### src/rtl/strrep_pkg.sv
`timescale 1ns/1ps
package strrep_pkg;
  typedef enum logic [2:0] {
    OP_COPY  = 3'd0,
    OP_LOAD  = 3'd1,
    OP_STORE = 3'd2,
    OP_CMP   = 3'd3,
    OP_SCAN  = 3'd4
  } str_op_e;

  typedef enum logic [1:0] {
    RP_ONCE = 2'd0,
    RP_ALL  = 2'd1,
    RP_EQ   = 2'd2,
    RP_NE   = 2'd3
  } rep_e;

  typedef enum logic [1:0] {
    ST_IDLE = 2'd0,
    ST_XFER = 2'd1,
    ST_FIN  = 2'd2
  } seq_state_e;
endpackage

### src/rtl/strrep_step.sv
`timescale 1ns/1ps
module strrep_step #(
  parameter int W = 16
) (
  input  logic [W-1:0] ptr_i,
  input  logic         en_i,
  input  logic         word_i,
  input  logic         down_i,
  output logic [W-1:0] ptr_o
);
  localparam logic [W-1:0] BYTE_D = W'(1);
  localparam logic [W-1:0] WORD_D = W'(2);

  logic [W-1:0] delta;

  always_comb begin
    delta = word_i ? WORD_D : BYTE_D;
    if (!en_i)       ptr_o = ptr_i;
    else if (down_i) ptr_o = ptr_i - delta;
    else             ptr_o = ptr_i + delta;
  end
endmodule

### src/rtl/strrep_zero.sv
`timescale 1ns/1ps
module strrep_zero #(
  parameter int W = 16
) (
  input  logic [W-1:0] a_i,
  input  logic [W-1:0] b_i,
  input  logic         word_i,
  output logic         zero_o
);
  localparam int BW = 8;

  logic [W-1:0] diff;

  always_comb begin
    diff   = a_i - b_i;
    zero_o = word_i ? (diff == '0) : (diff[BW-1:0] == '0);
  end
endmodule

### src/rtl/strrep_fsm.sv
`timescale 1ns/1ps
module strrep_fsm
  import strrep_pkg::*;
(
  input  logic clk,
  input  logic rst_n,
  input  logic start,
  input  rep_e rep_in,
  input  logic cnt_in_zero,
  input  logic ack,
  input  rep_e rep_q,
  input  logic cmp_like,
  input  logic zf_next,
  input  logic cnt_next_zero,
  output logic busy,
  output logic req,
  output logic done,
  output logic load,
  output logic step
);
  seq_state_e state_q, state_d;
  logic       stop;

  always_comb begin
    stop = (rep_q == RP_ONCE) || cnt_next_zero
        || (cmp_like && (rep_q == RP_EQ) && !zf_next)
        || (cmp_like && (rep_q == RP_NE) && zf_next);
  end

  always_comb begin
    state_d = state_q;
    load    = 1'b0;
    step    = 1'b0;
    unique case (state_q)
      ST_IDLE: begin
        if (start) begin
          load    = 1'b1;
          state_d = ((rep_in != RP_ONCE) && cnt_in_zero) ? ST_FIN : ST_XFER;
        end
      end
      ST_XFER: begin
        if (ack) begin
          step = 1'b1;
          if (stop) state_d = ST_FIN;
        end
      end
      default: state_d = ST_IDLE;
    endcase
  end

  always_ff @(posedge clk or negedge rst_n) begin
    if (!rst_n) state_q <= ST_IDLE;
    else        state_q <= state_d;
  end

  assign busy = (state_q != ST_IDLE);
  assign req  = (state_q == ST_XFER);
  assign done = (state_q == ST_FIN);
endmodule

### src/rtl/strrep_seq.sv
`timescale 1ns/1ps
module strrep_seq
  import strrep_pkg::*;
#(
  parameter int PW = 16,
  parameter int DW = 16
) (
  input  logic          clk,
  input  logic          rst_n,
  input  logic          start,
  input  logic [2:0]    op_sel,
  input  logic [1:0]    rep_sel,
  input  logic          dir_down,
  input  logic          word_sel,
  input  logic [PW-1:0] src_init,
  input  logic [PW-1:0] dst_init,
  input  logic [PW-1:0] cnt_init,
  input  logic [DW-1:0] acc_in,
  output logic          mem_req,
  input  logic          mem_ack,
  output logic          mem_src_en,
  output logic          mem_dst_en,
  output logic [PW-1:0] mem_src_addr,
  output logic [PW-1:0] mem_dst_addr,
  input  logic [DW-1:0] rd_src,
  input  logic [DW-1:0] rd_dst,
  output logic          busy,
  output logic          done,
  output logic [PW-1:0] src_ptr,
  output logic [PW-1:0] dst_ptr,
  output logic [PW-1:0] count,
  output logic          zf
);
  localparam int NPTR = 2;

  str_op_e       op_q;
  rep_e          rep_q;
  logic          down_q, word_q;
  logic [DW-1:0] acc_q;
  logic [PW-1:0] ptr_q   [NPTR];
  logic [PW-1:0] ptr_nx  [NPTR];
  logic [PW-1:0] ptr_ini [NPTR];
  logic          ptr_use [NPTR];
  logic [PW-1:0] cnt_q, cnt_nx;
  logic          zf_q, zf_nx, zero_hit, cmp_like;
  logic [DW-1:0] cmp_a;
  logic          load, step, ack_ok;

  always_comb begin
    ptr_use[0] = (op_q == OP_COPY) || (op_q == OP_LOAD) || (op_q == OP_CMP);
    ptr_use[1] = (op_q != OP_LOAD);
    ptr_ini[0] = src_init;
    ptr_ini[1] = dst_init;
    cmp_like   = (op_q == OP_CMP) || (op_q == OP_SCAN);
    cmp_a      = (op_q == OP_SCAN) ? acc_q : rd_src;
    zf_nx      = cmp_like ? zero_hit : zf_q;
    cnt_nx     = (rep_q != RP_ONCE) ? (cnt_q - 1'b1) : cnt_q;
    ack_ok     = mem_req && mem_ack;
  end

  generate
    for (genvar g = 0; g < NPTR; g++) begin : g_ptr
      strrep_step #(.W(PW)) u_step (
        .ptr_i (ptr_q[g]),
        .en_i  (ptr_use[g]),
        .word_i(word_q),
        .down_i(down_q),
        .ptr_o (ptr_nx[g])
      );

      always_ff @(posedge clk or negedge rst_n) begin
        if (!rst_n)    ptr_q[g] <= '0;
        else if (load) ptr_q[g] <= ptr_ini[g];
        else if (step) ptr_q[g] <= ptr_nx[g];
      end
    end
  endgenerate

  strrep_zero #(.W(DW)) u_zero (
    .a_i   (cmp_a),
    .b_i   (rd_dst),
    .word_i(word_q),
    .zero_o(zero_hit)
  );

  strrep_fsm u_fsm (
    .clk          (clk),
    .rst_n        (rst_n),
    .start        (start),
    .rep_in       (rep_e'(rep_sel)),
    .cnt_in_zero  (cnt_init == '0),
    .ack          (ack_ok),
    .rep_q        (rep_q),
    .cmp_like     (cmp_like),
    .zf_next      (zf_nx),
    .cnt_next_zero(cnt_nx == '0),
    .busy         (busy),
    .req          (mem_req),
    .done         (done),
    .load         (load),
    .step         (step)
  );

  always_ff @(posedge clk or negedge rst_n) begin
    if (!rst_n) begin
      op_q   <= OP_COPY;
      rep_q  <= RP_ONCE;
      down_q <= 1'b0;
      word_q <= 1'b0;
      acc_q  <= '0;
    end else if (load) begin
      op_q   <= str_op_e'(op_sel);
      rep_q  <= rep_e'(rep_sel);
      down_q <= dir_down;
      word_q <= word_sel;
      acc_q  <= acc_in;
    end
  end

  always_ff @(posedge clk or negedge rst_n) begin
    if (!rst_n)    cnt_q <= '0;
    else if (load) cnt_q <= cnt_init;
    else if (step) cnt_q <= cnt_nx;
  end

  always_ff @(posedge clk or negedge rst_n) begin
    if (!rst_n)    zf_q <= 1'b0;
    else if (step) zf_q <= zf_nx;
  end

  assign mem_src_en   = mem_req && ptr_use[0];
  assign mem_dst_en   = mem_req && ptr_use[1];
  assign mem_src_addr = ptr_q[0];
  assign mem_dst_addr = ptr_q[1];
  assign src_ptr      = ptr_q[0];
  assign dst_ptr      = ptr_q[1];
  assign count        = cnt_q;
  assign zf           = zf_q;
endmodule

### config.mk
export PLATFORM = sky130hd
export DESIGN_NAME = strrep_seq
export DESIGN_NICKNAME = d
export VERILOG_FILES = /design/src/rtl/strrep_pkg.sv /design/src/rtl/strrep_step.sv /design/src/rtl/strrep_zero.sv /design/src/rtl/strrep_fsm.sv /design/src/rtl/strrep_seq.sv
export SDC_FILE = /design/constraint.sdc
export NUM_CORES = 1
export LEC_CHECK = 0
export BUFFER_PORTS_ARGS = -buffer_cell sky130_fd_sc_hd__buf_2
export CORE_MARGIN = 5
export CORE_UTILIZATION = 58
export CTS_BUF_LIST = sky130_fd_sc_hd__clkbuf_4 sky130_fd_sc_hd__clkbuf_8
export DETAILED_ROUTE_END_ITERATION = 7
export PLACE_DENSITY = 0.95
export SLEW_MARGIN = 20
export SYNTH_ARGS = -nofsm -noshare
export SYNTH_HDL_FRONTEND = slang
export SYNTH_SLANG_ARGS = --single-unit
### constraint.sdc
create_clock -name clk -period 6.1 [get_ports clk]
set_input_delay 0.915 -clock clk [delete_from_list [all_inputs] [get_ports clk]]
set_output_delay 0.915 -clock clk [all_outputs]
set_load 0.01 [all_outputs]
* Word-level counts from Yosys, hierarchy flattened
Index checks and enable logic that the tools add are counted.
** Word-level totals
- Register bits :: 74
- Latch bits :: 0
- Memory bits (writable) :: 0
- ROM bits :: 0
- Bits of input ports :: 107
- Output and inout port bits :: 86
- Logic and storage cells :: 82
- Memories :: 0
** Operators by class
- Add/sub/neg operators :: 6
- Multiply operators :: 0
- Div/mod/pow operators :: 0
- $lt $le $gt $ge :: 0
- Eq/ne operators :: 11
- Shifts and indexed selects :: 0
- Muxes and demuxes :: 24
- Bitwise logic cells :: 0
- Reductions and logical operators :: 31
** Operators with widths (number)
- $mux W16 :: 12
- $logic_not A16 Y1 :: 3
- $sub A16 B16 Y16 :: 3
- $add A16 B16 Y16 :: 2
- $sub A16 B1 Y16 const B :: 1
- $reduce_bool A2 Y1 :: 6
- $mux W2 :: 5
- $logic_and A1 B1 Y1 :: 8
- $logic_not A8 Y1 :: 1
- $eq A2 B2 Y1 const B :: 3
- $logic_or A1 B1 Y1 :: 6
- $mux W1 :: 6
- $logic_not A2 Y1 :: 2
- $ne A2 B1 Y1 const B :: 2
- $pmux W2 S2 :: 1
- $reduce_and A2 Y1 :: 2
- $eq A3 B1 Y1 const B :: 1
- $eq A3 B2 Y1 const B :: 1
- $eq A3 B3 Y1 const B :: 1
- $logic_not A3 Y1 :: 1
- $ne A3 B1 Y1 const B :: 1
- $reduce_and A3 Y1 :: 1
- $eq A2 B1 Y1 const B :: 1
- $ne A2 B2 Y1 const B :: 1
- $logic_not A1 Y1 :: 1

* Logic depth before layout (Yosys ltp)
- Depth in word-level cells :: 13
- Depth in mapped cells :: 13
- Mapped depth without buffers :: 13

* Hierarchy
A second synthesis with hierarchy kept.
** Second synthesis, totals
- Cell total of the unflattened synthesis :: 809
- Area total of the unflattened synthesis :: 7043.0 um^2
** Modules (own cells, without submodules)
- strrep_seq :: times used 1, cells an instance 394, area an instance 4007.6 um^2, seq. area each 1801.7 um^2
- strrep_step (g_ptr[1].u_step) :: times used 1, cells an instance 138, area an instance 1027.2 um^2, seq. area each 0.0 um^2
- strrep_step (g_ptr[0].u_step) :: times used 1, cells an instance 138, area an instance 1023.5 um^2, seq. area each 0.0 um^2
- strrep_zero :: times used 1, cells an instance 122, area an instance 819.5 um^2, seq. area each 0.0 um^2
- strrep_fsm :: times used 1, cells an instance 17, area an instance 165.2 um^2, seq. area each 50.0 um^2

* Worst setup path after synthesis
No wires, ideal clock.
- Path kind :: reg2reg
- Start :: reg op_q[1]
- End :: reg u_fsm.state_q[0]
- Arrival time :: 3.944 ns
- Required time :: 5.982 ns
- Path slack :: 2.038 ns
- Stages on the path, launching flop included :: 14
- Period minus slack after synthesis :: 4.062 ns
- Cells stage by stage :: dfrtp_1 > nor3b_4 > clkbuf_1 > mux2_2 > ha_1 > and2_1 > o211ai_2 > a31oi_1 > or4_1 > a21oi_1 > nand4_1 > or4b_1 > and3_1 > a21o_1
** On the way
- Cells in the longest elaborated chain, start to end :: 12
- Elaborated cells between the ends (all ways) :: 18
** RTL lines
- start, declared :: line strrep_seq.sv:36 : str_op_e op_q;
- start signal, assigned :: line strrep_seq.sv:112 : op_q <= str_op_e'(op_sel);
- $eq A3 B3 Y1 :: line strrep_seq.sv:54, strrep_seq.sv:55
- $mux W16 :: line strrep_seq.sv:55 : cmp_a = (op_q == OP_SCAN) ? acc_q : rd_src;
- $sub A16 B16 Y16 :: line strrep_zero.sv:15 : diff = a_i - b_i;
- $logic_not A16 Y1 / $logic_not A8 Y1 (equally long branches) :: line strrep_zero.sv:16 : zero_o = word_i ? (diff == '0) : (diff[BW-1:0] == '0);
- $mux W1 :: line strrep_zero.sv:16
- $mux W1 :: line strrep_seq.sv:56 : zf_nx = cmp_like ? zero_hit : zf_q;
- $logic_not A1 Y1 :: line strrep_fsm.sv:26 : || (cmp_like && (rep_q == RP_EQ) && !zf_next)
- $logic_and A1 B1 Y1 :: line strrep_fsm.sv:26
- $logic_or A1 B1 Y1 :: line strrep_fsm.sv:26
- $logic_or A1 B1 Y1 (*) :: line strrep_fsm.sv:27 : || (cmp_like && (rep_q == RP_NE) && zf_next);
- $ne A2 B1 Y1 (no source line) (*)
- $reduce_and A3 Y1 (no source line) (*)
- end signal, assigned :: line strrep_fsm.sv:53 : else state_q <= state_d;
- end, declared :: line strrep_fsm.sv:21 : seq_state_e state_q, state_d;
Every way passes the cells marked *; elsewhere a longest branch is shown, timed or not.
A chain may end at the register's enable or synchronous reset.

* Worst setup path in the final report
Same ends and word-level chain as after synthesis.

==> impl_metrics.yaml <==
setup_path:
  path_class: "reg -> reg"
  cp.arrival_ns: 4.64
  end_kind: "register"
  regToRegSetupSlack_ns: 1.70
  critPathLaunchType: "register"
  reg2reg_depth: 12
  cp_max_fo: 18
  crit_required_ns: 6.34
clocking:
  hold_buffers: 0
  cts.repair.resized: 0
  cts_made_buffers: 9
  h-tree-depth: 3
  cts_root_buf: "clkbuf_8"
  clockBufferDepth: 2
  cts_sinks: 74
  path_clk_slew_ns: 0.08
  cts_setup_buffers: 0
  cts_tree: "yes"
  clkLatencyLatePin_ns: 0.35
floorplan:
  dieArea_um2: 12720
  ios: 193
  rows: 37
  core_um2: 10320
  die_w_um: 112.8
  initial_utilization_pct: 59.36
  die_y_um: 112.8
global_routing:
  gr-total-overflow: 0
  antenna_found_initial: 0
  grt_first_pass_wirelength_mm: 27.72
  grt_max_degree: 75
  grt_pass1_vias: 5999
  grtUsageTotal_pct: 25.82
synth:
  netlist_instances: 763
  synthTopCellsByCount: "124 x nand2_1, 74 x dfrtp_1, 57 x a21oi_1"
  synth_area_um2: 6128
  yosysTopAreaCellShare_pct: 30.22
  post-synth-top-count-cell: "nand2_1"
  yosysWarnings: 0
  yosys-top-cells-area: "dfrtp_1 30%, ha_1 9.4%, nand2_1 7.6%, a21oi_1 4.7%, o21ai_0 3.9%"
  yosys_register_bits: 74
  synth_area_leader_cell: "dfrtp_1"
  synth_edf_count: 0
  seq_area_frac_synth_pct: 30.22
  synth_cell_type_count: 67
  yosys_most_used_dff: "dfrtp_1"
  ys_async_sr_fraction_pct: 100.0
  synthesis.nets: 918
  avgSynthCellArea_um2: 8.032
sta:
  fmax_mhz: 227.3
  fin_crit_ns: 4.400
  worst_pin_slew_ns: 0.9907
  fin_crit_sh_pct: 72.13
  rsz0062_at_grt: "no"
  finalClockSkew_ns: 0.01196
  fin_setup_tns_ns: 0
  relSlewSlack_pct: 33.72
  whs_ns: 0.4797
  setup_violations: 0
  slew_violations: 0
  hold_violations: 0
pwr:
  finalPower_mw: 4.025
  peakVddDrop_uv: 284.1
  p_leak_nw: 3.577
  powerDensity_nw_per_um2: 566.4
finish:
  syn_to_final_growth_pct: 15.95
  fillers: 867
  regArea_um2: 1852
  multi_input_area_um2: 3785
  nets: 1063
  drive_above_1_share_pct: 26.18
route:
  first_iter_violations: 416
  routed_wl_mm: 16.77
  antenna_left: 0
  vias_per_cell: 5.912
  drtPass1Iterations: 5
  drc_errors: 0
  wl_per_cell_um: 15.97
  vias: 6208
run_status:
  status: "complete, no violations"
hold_path:
  whs_path_depth: 2
  hold_class: "reg -> reg"
placed_design:
  port_buffers: 192
  hpwl_mm: 12.66
  place_congestion: 0.9245
run:
  drv_cap: 0
sequential cells by signal, indices dropped and copies added (netlist names):
name	cells
mem_src_addr	16
rep_q	2
u_fsm.state_q	2
zf	1
word_q	1
down_q	1
dst_ptr	16
acc_q	16
count	16
op_q	3
path summary, 6_finish.rpt:
kind / startpoint / end
setup / recovery: op_q[1]$_DFFE_PN0P_ / u_fsm.state_q[0]$_DFFE_PN0P_
hold / removal: acc_q[9]$_DFFE_PN0P_ / acc_q[9]$_DFFE_PN0P_
setup reg to reg: op_q[1]$_DFFE_PN0P_ / u_fsm.state_q[0]$_DFFE_PN0P_
hold reg to reg: acc_q[9]$_DFFE_PN0P_ / acc_q[9]$_DFFE_PN0P_
max in group asynchronous: rst_n / dst_ptr[1]$_DFFE_PN0P_
min in group asynchronous: rst_n / mem_src_addr[9]$_DFFE_PN0P_
cell type report:
cell class                 instances  share of cell area, %
timing repair buffer             194                  13.77
clock inverter                     6                 0.6163
sequential                        74                  26.06
inverter                          38                  2.007
multi-input combinational        591                  53.27
antenna                            1                0.03522
tap                              136                  2.395
clock buffer                      10                  1.849
worst max-delay path, cell delays in order (launching register included):
cell and delay, ns:
dfrtp_1 0.46, nor3b_4 0.77, mux2_2 0.42, ha_1 0.35
and2_1 0.19, o211ai_2 0.22, a31oi_1 0.13, or4_1 0.49
a21oi_1 0.16, nand4_1 0.17, or4b_1 0.57, and3_1 0.18
a21o_1 0.17
cells by family after synthesis:
kind of cell | after synthesis | synth area share, %
flops | 74 | 30.22
buf+inv | 98 | 8.085
compound gates | 202 | 21.50
xor+xnor | 27 | 3.859
simple gates | 292 | 22.42
mux | 22 | 3.879
fa+ha+maj | 48 | 10.04
through the flow:
step,worst slack [ns],cells,area [um2],utilization (%)
after floorplan,2.038,763,6128,-
after global placement,1.865,1033,6928,67.11
after detailed placement,1.737,1033,6928,67.11
after CTS,1.711,1049,7103,68.80
after global routing,1.421,1049,7103,68.80
final,1.700,1050,7106,68.83
cells in the final DEF, fill, tap and decap left out, types with 5 or more instances in the layout:
master | Yosys | final
buf_2 | 0 | 191
nand2_1 | 124 | 123
dfrtp_1 | 74 | 74
a21oi_1 | 57 | 57
nor2_1 | 48 | 48
o21ai_0 | 48 | 48
ha_1 | 46 | 46
inv_1 | 38 | 38
nor3_1 | 28 | 28
nand3_1 | 22 | 22
xnor2_1 | 17 | 17
mux2_2 | 14 | 14
nor4_1 | 13 | 13
o211ai_1 | 12 | 12
nand2b_1 | 11 | 11
a21o_1 | 10 | 10
xor2_1 | 10 | 10
and3_1 | 9 | 9
a221o_1 | 9 | 9
o21a_1 | 9 | 9
clkbuf_8 | 0 | 9
mux2i_1 | 8 | 8
or4_1 | 8 | 8
a31oi_1 | 8 | 8
a211oi_1 | 5 | 5
o21bai_1 | 5 | 5
power by group:
| part | switching, mW | leakage (nW) | internal [mW] |
|---|---|---|---|
| combinational | 1.53 | 2.59 | 1.15 |
| sequential | 0.272 | 0.914 | 0.727 |
| clock | 0.192 | 0.0779 | 0.152 |
| total | 1.99 | 3.58 | 2.03 |
routing by layer:
metal  GRT usage, %  routed length, um  up-vias
met4          9.696                504        0
met1          32.76               6932     2856
met3          5.668               1309       50
li1               -                  -     3022
met2          43.17               8021      280
met5              0                  0        -
Power figures use the tool's default switching activity.
